`src/rtl/bus_unstick_pkg.sv`:
```
package bus_unstick_pkg;

  typedef enum logic [1:0] {
    RES_OK          = 2'd0,
    RES_SCL_STUCK   = 2'd1,
    RES_STRETCH_TMO = 2'd2,
    RES_SDA_STUCK   = 2'd3
  } res_e;

  typedef enum logic [2:0] {
    ST_IDLE,
    ST_SETTLE,
    ST_PULL_SCL,
    ST_REL_SCL,
    ST_POLL_CHK,
    ST_POLL_WAIT,
    ST_START_HOLD,
    ST_STOP_HOLD
  } st_e;

endpackage

```
`src/rtl/unstick_sync.sv`:
```
module unstick_sync #(
  parameter int unsigned LINES  = 2,
  parameter int unsigned STAGES = 2
) (
  input  logic             clk,
  input  logic             rst_n,
  input  logic [LINES-1:0] d_i,
  output logic [LINES-1:0] q_o
);

  for (genvar g = 0; g < LINES; g++) begin : g_line
    logic [STAGES-1:0] sh_q;
    logic [STAGES-1:0] sh_d;

    always_comb begin
      sh_d = {sh_q[STAGES-2:0], d_i[g]};
    end

    always_ff @(posedge clk or negedge rst_n) begin
      if (!rst_n) begin
        sh_q <= '1;
      end else begin
        sh_q <= sh_d;
      end
    end

    assign q_o[g] = sh_q[STAGES-1];
  end

endmodule

```
`src/rtl/unstick_timer.sv`:
```
module unstick_timer #(
  parameter int unsigned W = 8
) (
  input  logic         clk,
  input  logic         rst_n,
  input  logic         load_i,
  input  logic [W-1:0] val_i,
  output logic         expired_o
);

  logic [W-1:0] cnt_q;
  logic [W-1:0] cnt_d;
  logic         cnt_en;

  assign cnt_en = load_i || (cnt_q != '0);

  always_comb begin
    if (load_i) begin
      cnt_d = val_i;
    end else begin
      cnt_d = cnt_q - W'(1);
    end
  end

  always_ff @(posedge clk or negedge rst_n) begin
    if (!rst_n) begin
      cnt_q <= '0;
    end else if (cnt_en) begin
      cnt_q <= cnt_d;
    end
  end

  assign expired_o = (cnt_q == '0);

endmodule

```
`src/rtl/unstick_fsm.sv`:
```
module unstick_fsm
  import bus_unstick_pkg::*;
#(
  parameter int unsigned TW         = 8,
  parameter int unsigned SETTLE_CYC = 40,
  parameter int unsigned HALF_CYC   = 6,
  parameter int unsigned POLL_CYC   = 10,
  parameter int unsigned POLL_MAX   = 4,
  parameter int unsigned PULSE_MAX  = 5
) (
  input  logic          clk,
  input  logic          rst_n,
  input  logic          start_i,
  input  logic          scl_s_i,
  input  logic          sda_s_i,
  input  logic          tmr_expired_i,
  output logic          tmr_load_o,
  output logic [TW-1:0] tmr_val_o,
  output logic          scl_pull_o,
  output logic          sda_pull_o,
  output logic          busy_o,
  output logic          done_o,
  output logic [1:0]    result_o
);

  localparam int unsigned PW = $clog2(PULSE_MAX + 1);
  localparam int unsigned QW = $clog2(POLL_MAX + 1);
  localparam logic [TW-1:0] SETTLE_V = TW'(SETTLE_CYC - 1);
  localparam logic [TW-1:0] HALF_V   = TW'(HALF_CYC - 1);
  localparam logic [TW-1:0] POLL_V   = TW'(POLL_CYC - 1);

  st_e           st_q, st_d;
  logic [PW-1:0] pulse_q, pulse_d;
  logic [QW-1:0] poll_q, poll_d;
  logic          busy_q, busy_d;
  logic          done_q, done_d;
  res_e          res_q, res_d;
  logic          sclp_q, sdap_q;
  logic          decide, fin;
  res_e          code;

  always_comb begin
    st_d       = st_q;
    pulse_d    = pulse_q;
    poll_d     = poll_q;
    tmr_load_o = 1'b0;
    tmr_val_o  = '0;
    decide     = 1'b0;
    fin        = 1'b0;
    code       = RES_OK;

    unique case (st_q)
      ST_IDLE: begin
        if (start_i) begin
          st_d       = ST_SETTLE;
          tmr_load_o = 1'b1;
          tmr_val_o  = SETTLE_V;
          pulse_d    = '0;
        end
      end
      ST_SETTLE: begin
        if (tmr_expired_i) begin
          if (!scl_s_i) begin
            fin  = 1'b1;
            code = RES_SCL_STUCK;
          end else begin
            decide = 1'b1;
          end
        end
      end
      ST_PULL_SCL: begin
        if (tmr_expired_i) begin
          st_d       = ST_REL_SCL;
          tmr_load_o = 1'b1;
          tmr_val_o  = HALF_V;
        end
      end
      ST_REL_SCL: begin
        if (tmr_expired_i) begin
          st_d   = ST_POLL_CHK;
          poll_d = '0;
        end
      end
      ST_POLL_CHK: begin
        if (scl_s_i) begin
          decide = 1'b1;
        end else if (poll_q == QW'(POLL_MAX)) begin
          fin  = 1'b1;
          code = RES_STRETCH_TMO;
        end else begin
          st_d       = ST_POLL_WAIT;
          tmr_load_o = 1'b1;
          tmr_val_o  = POLL_V;
          poll_d     = poll_q + QW'(1);
        end
      end
      ST_POLL_WAIT: begin
        if (tmr_expired_i) begin
          st_d = ST_POLL_CHK;
        end
      end
      ST_START_HOLD: begin
        if (tmr_expired_i) begin
          st_d       = ST_STOP_HOLD;
          tmr_load_o = 1'b1;
          tmr_val_o  = HALF_V;
        end
      end
      ST_STOP_HOLD: begin
        if (tmr_expired_i) begin
          fin  = 1'b1;
          code = RES_OK;
        end
      end
      default: st_d = ST_IDLE;
    endcase

    if (decide) begin
      if (sda_s_i) begin
        st_d       = ST_START_HOLD;
        tmr_load_o = 1'b1;
        tmr_val_o  = HALF_V;
      end else if (pulse_q == PW'(PULSE_MAX)) begin
        fin  = 1'b1;
        code = RES_SDA_STUCK;
      end else begin
        st_d       = ST_PULL_SCL;
        tmr_load_o = 1'b1;
        tmr_val_o  = HALF_V;
        pulse_d    = pulse_q + PW'(1);
      end
    end

    if (fin) begin
      st_d = ST_IDLE;
    end
  end

  always_comb begin
    busy_d = busy_q;
    done_d = 1'b0;
    res_d  = res_q;
    if (st_q == ST_IDLE && start_i) begin
      busy_d = 1'b1;
    end
    if (fin) begin
      busy_d = 1'b0;
      done_d = 1'b1;
      res_d  = code;
    end
  end

  always_ff @(posedge clk or negedge rst_n) begin
    if (!rst_n) begin
      st_q    <= ST_IDLE;
      pulse_q <= '0;
      poll_q  <= '0;
      busy_q  <= 1'b0;
      done_q  <= 1'b0;
      res_q   <= RES_OK;
      sclp_q  <= 1'b0;
      sdap_q  <= 1'b0;
    end else begin
      st_q    <= st_d;
      pulse_q <= pulse_d;
      poll_q  <= poll_d;
      busy_q  <= busy_d;
      done_q  <= done_d;
      res_q   <= res_d;
      sclp_q  <= (st_d == ST_PULL_SCL);
      sdap_q  <= (st_d == ST_START_HOLD);
    end
  end

  assign scl_pull_o = sclp_q;
  assign sda_pull_o = sdap_q;
  assign busy_o     = busy_q;
  assign done_o     = done_q;
  assign result_o   = res_q;

endmodule

```
`src/rtl/i2c_bus_unstick.sv`:
```
module i2c_bus_unstick #(
  parameter int unsigned SETTLE_CYC = 250_000_000,
  parameter int unsigned HALF_CYC   = 1_000,
  parameter int unsigned POLL_CYC   = 10_000_000,
  parameter int unsigned POLL_MAX   = 20,
  parameter int unsigned PULSE_MAX  = 20,
  parameter int unsigned SYNC_STAGES = 2
) (
  input  logic       clk,
  input  logic       rst_n,
  input  logic       start_i,
  input  logic       scl_i,
  input  logic       sda_i,
  output logic       scl_pull_o,
  output logic       sda_pull_o,
  output logic       busy_o,
  output logic       done_o,
  output logic [1:0] result_o
);

  localparam int unsigned MAX_SP = (SETTLE_CYC > POLL_CYC) ? SETTLE_CYC : POLL_CYC;
  localparam int unsigned MAX_D  = (MAX_SP > HALF_CYC) ? MAX_SP : HALF_CYC;
  localparam int unsigned TW     = $clog2(MAX_D + 1);

  logic [1:0]    line_s;
  logic          tmr_load;
  logic [TW-1:0] tmr_val;
  logic          tmr_expired;

  unstick_sync #(.LINES(2), .STAGES(SYNC_STAGES)) u_sync (
    .clk   (clk),
    .rst_n (rst_n),
    .d_i   ({sda_i, scl_i}),
    .q_o   (line_s)
  );

  unstick_timer #(.W(TW)) u_timer (
    .clk       (clk),
    .rst_n     (rst_n),
    .load_i    (tmr_load),
    .val_i     (tmr_val),
    .expired_o (tmr_expired)
  );

  unstick_fsm #(
    .TW         (TW),
    .SETTLE_CYC (SETTLE_CYC),
    .HALF_CYC   (HALF_CYC),
    .POLL_CYC   (POLL_CYC),
    .POLL_MAX   (POLL_MAX),
    .PULSE_MAX  (PULSE_MAX)
  ) u_fsm (
    .clk           (clk),
    .rst_n         (rst_n),
    .start_i       (start_i),
    .scl_s_i       (line_s[0]),
    .sda_s_i       (line_s[1]),
    .tmr_expired_i (tmr_expired),
    .tmr_load_o    (tmr_load),
    .tmr_val_o     (tmr_val),
    .scl_pull_o    (scl_pull_o),
    .sda_pull_o    (sda_pull_o),
    .busy_o        (busy_o),
    .done_o        (done_o),
    .result_o      (result_o)
  );

endmodule

```
`config.mk`:
```
export PLATFORM = sky130hd
export DESIGN_NAME = i2c_bus_unstick
export DESIGN_NICKNAME = d
export VERILOG_FILES = /design/src/rtl/bus_unstick_pkg.sv /design/src/rtl/unstick_sync.sv /design/src/rtl/unstick_timer.sv /design/src/rtl/unstick_fsm.sv /design/src/rtl/i2c_bus_unstick.sv
export SDC_FILE = /design/constraint.sdc
export NUM_CORES = 1
export LEC_CHECK = 0
export ABC_AREA = 1
export BUFFER_PORTS_ARGS = -buffer_cell sky130_fd_sc_hd__buf_2
export CORE_MARGIN = 5
export CORE_UTILIZATION = 60
export DETAILED_ROUTE_END_ITERATION = 8
export HOLD_SLACK_MARGIN = 0.03
export PLACE_DENSITY_LB_ADDON = 0.15
export SYNTH_ARGS = -nofsm -noshare
export SYNTH_HDL_FRONTEND = slang
export SYNTH_HIERARCHICAL = 1
export SYNTH_SLANG_ARGS = --single-unit
```
`constraint.sdc`:
```
create_clock -name clk -period 4 [get_ports clk]
set_input_delay 0.4 -clock clk [delete_from_list [all_inputs] [get_ports clk]]
set_output_delay 0.4 -clock clk [all_outputs]
set_load 0.005 [all_outputs]
```
==> results by group <==
Run status
  • Status: complete, no violations

Floorplan
  • Total die area: 0.00726 mm²
  • Die Y: roughly 85 µm
  • IO Pins: 11
  • Core Area: 0.00551 mm²
  • # rows: 27
  • Die X: approximately 85 µm
  • Initial core utilization: 0.616

Drt
  • Antenna Nets Post-Route: 0
  • Residual DRC: 0
  • Vias/cell: ~5.3
  • Routed len/inst: approximately 13 µm
  • Vias: 2777
  • Pre-Repair DR Iteration Count: 4
  • Initial DRC Count: 173
  • Post-Route WL: between 6000 and 7000 µm

STA
  • Worst Tran Pin Value: roughly 0.64 ns
  • FMAX: between 300 and 400 MHz
  • Relative slew slack: 0.571
  • Fin Setup TNS: 0 ns
  • Minimum clock period: 2.84 ns
  • Clk_skew: 0.0104 ns
  • Final setup vio count: 0
  • Final Cycle Share: 0.710
  • RSZ-0062 raised after global routing: no
  • Final hold violations: 0
  • Final Max Slew Viols: 0

Critical path
  • Crit. path cell count: 18
  • Reg2Reg Depth: 18
  • Critical path buffers and inverters: 4
  • Slowest stage cell on the critical path: dfrtp_1
  • Critical path origin: u_timer/cnt_q[0]$_DFFE_PN0P_
  • R2r setup slk: approximately 1.2 ns
  • R2r startpoint: u_timer/cnt_q[0]$_DFFE_PN0P_
  • Critical path endpoint: u_timer/cnt_q[4]$_DFFE_PN0P_
  • Worst EP required: around 4.2 ns
  • Crit. End Element: register
  • Crit-path max cell delay: 0.38 ns
  • Critical path cell sequence: inv_1 > ha_1 > nand2_1 > nor2_1 > nand3_2 > nor2_4 > nand2_1 > inv_1 > nand3_2 > nand2_4 > nand2_1 > o21ai_1 > or2_1 > buf_4 > inv_1 > o21ai_0 > a21oi_1 > nor3_1
  • CP max FO: 18
  • Critical path type: reg2reg
  • Worst path top cell family by delay: simple AND/OR/NAND/NOR gates
  • Critical path arrival: approximately 3 ns
  • RR Endpoint: u_timer/cnt_q[4]$_DFFE_PN0P_
  • Worst setup SP type: register

Pwr
  • Max VDD drop: about 0.28 mV
  • Leak: approximately 0.0018 µW
  • Power per cell area: 637 mW/mm²
  • Pwr Total: roughly 2200 µW

Clock tree
  • CTS tree: yes
  • CTS Root Cell: clkbuf_8
  • Num CTS Buffers: 5
  • Post-cts repair resize count: 0
  • Bufs on Longest Clock Path: 2
  • H-tree levels: 2
  • Sink Count: about 50
  • Post-CTS setup buffers: 0
  • Worst-skew pair later-pin latency: 0.31 ns
  • # hold bufs at CTS: 0
  • Clock transition at path regs: 0.09 ns

Place
  • Port bufs: 10
  • Placed instance count: slightly above 500
  • DP HPWL: approximately 5300 µm
  • GP Congestion: around 0.95

Synth
  • Register area share after synthesis: 0.377
  • Count leader, synth: nand2_1
  • Asr flop ratio synth: 1.00
  • Post-synth top area cell: dfrtp_1
  • Ys Warns: 6
  • Synth Flop Type: dfrtp_1
  • Yosys cell types: 33
  • Synth Instances: 461
  • Synthesized cell area: 0.00339 mm²
  • Syn_area_per_cell: approximately 7.4 µm²
  • Top cell type's share of synthesized area: 0.346
  • Synth top area cells: dfrtp_1, nand2_1, nand3_1
  • Number of synthesized flops with an enable pin: 0
  • Commonest cells in the netlist: nand2_1, nor2_1, dfrtp_1, nand3_1, inv_1
  • Synth Register Bits: between 50 and 60

Global routing
  • GRT Resource Usage Total: 0.207
  • Global route total overflow: 0
  • First-pass GRT wire length: between 10000 and 15000 µm
  • Antenna violations before repair: 0
  • Number of global-route vias before repair: 2722
  • Largest net degree at the start of global routing: 52

Flow run
  • Maxcap violations: 0

Layout
  • Fraction of layout cells with a size suffix above 1: 0.152
  • Antenna diode count: 0
  • Area growth syn-to-layout: 0.958%
  • Finished Layout Cells: ~530
  • Nets: between 400 and 500
  • Final Util: 0.622

Hold path
  • Hold crit path type: in2reg
## state kept, by name (all words and copies together) (netlist names)
name,cells
u_sync/g_line.sh_q,4
u_fsm/poll_q,5
u_fsm/result_o,2
u_fsm/sda_pull_o,1
u_fsm/busy_o,1
u_fsm/st_q,3
u_fsm/scl_pull_o,1
u_fsm/pulse_q,5
u_fsm/done_o,1
u_timer/cnt_q,28
## how the worst min path moves through the flow
stage | start | end | slack (ns) | cells past startpoint
2_1_floorplan | rst_n | u_fsm/busy_o$_DFFE_PN0P_ | 0.10 | 0
3_3_place_gp | u_sync/g_line[0].sh_q[0]$_DFF_PN1_ | u_sync/g_line[0].sh_q[1]$_DFF_PN1_ | 0.35 | 0
3_5_place_dp | u_sync/g_line[0].sh_q[0]$_DFF_PN1_ | u_sync/g_line[0].sh_q[1]$_DFF_PN1_ | 0.35 | 0
4_1_cts | sda_i | u_sync/g_line[1].sh_q[0]$_DFF_PN1_ | 0.17 | 1
5_1_grt | scl_i | u_sync/g_line[0].sh_q[0]$_DFF_PN1_ | 0.16 | 1
6_report | sda_i | u_sync/g_line[1].sh_q[0]$_DFF_PN1_ | 0.18 | 1
## report_power, final
part / switching [µW] / internal [µW] / leakage (µW)
logic: 696 / 347 / 0.00105
registers: 172 / 668 / 0.000660
clock network: 179 / 122 / 0.0000402
## kinds of logic (layout without fill, tap and decap cells)
logic type | after synthesis | in the layout | synth area share
buffers and inverters | 76 | 65 | 0.116
other | 1 | 4 | 0.00110
xor gates and xnor gates | 13 | 13 | 0.0335
and+or+nand+nor | 278 | 278 | 0.391
AOI/OAI and AO/OA | 36 | 36 | 0.0586
DFF | 51 | 51 | 0.377
adders and majority gates | 6 | 6 | 0.0221
## worst reg2reg max path, stage by stage (launching register included)
cell and delay, ns:
dfrtp_1 0.38, inv_1 0.15, ha_1 0.17, nand2_1 0.07
nor2_1 0.13, nand3_2 0.10, nor2_4 0.23, nand2_1 0.08
inv_1 0.06, nand3_2 0.09, nand2_4 0.14, nand2_1 0.10
o21ai_1 0.13, or2_1 0.15, buf_4 0.20, inv_1 0.20
o21ai_0 0.13, a21oi_1 0.06, nor3_1 0.19
## area by class of cell
type,count,area (µm²)
Fill cell,513,2080
Multi-Input combinational cell,337,1730
Sequential cell,51,1280
Inverter,44,165
Tap cell,72,90.1
Timing Repair Buffer,13,72.6
Clock buffer,5,68.8
Clock inverter,3,20.0
## stage by stage
stage / cell area [µm²] / hold slack, ns / setup slack [ns]
finish: 3430 / 0.177 / 1.16
CTS: 3430 / 0.166 / 1.14
floorplan: 3410 / 0.104 / 1.38
detailed placement: 3340 / 0.347 / 1.17
global placement: 3340 / 0.346 / 1.33
global route: 3430 / 0.160 / 0.849
## layout by cell type (no fill, tap or decap), types with 3 or more instances in the layout
cell type  count
a21oi_1        8
buf_2         10
buf_4          3
clkbuf_8       5
conb_1         4
dfrtp_1       47
dfstp_2        4
ha_1           6
inv_1         40
inv_2          4
nand2_1      131
nand2_2        5
nand3_1       42
nand3_2        8
nand4_1       10
nor2_1        53
nor2_2        13
nor2_4         7
o21ai_0       18
o21ai_1        3
xor2_1        11
## routing by layer
metal / track usage / routed length, µm / vias up
li1: - / - / 1420
met3: 0.0330 / 264 / 19
met5: 0 / 0 / -
met4: 0.0878 / 168 / 0
met2: 0.364 / 3440 / 48
met1: 0.249 / 2960 / 1290
Note: power is estimated with default switching activity, not from simulation.
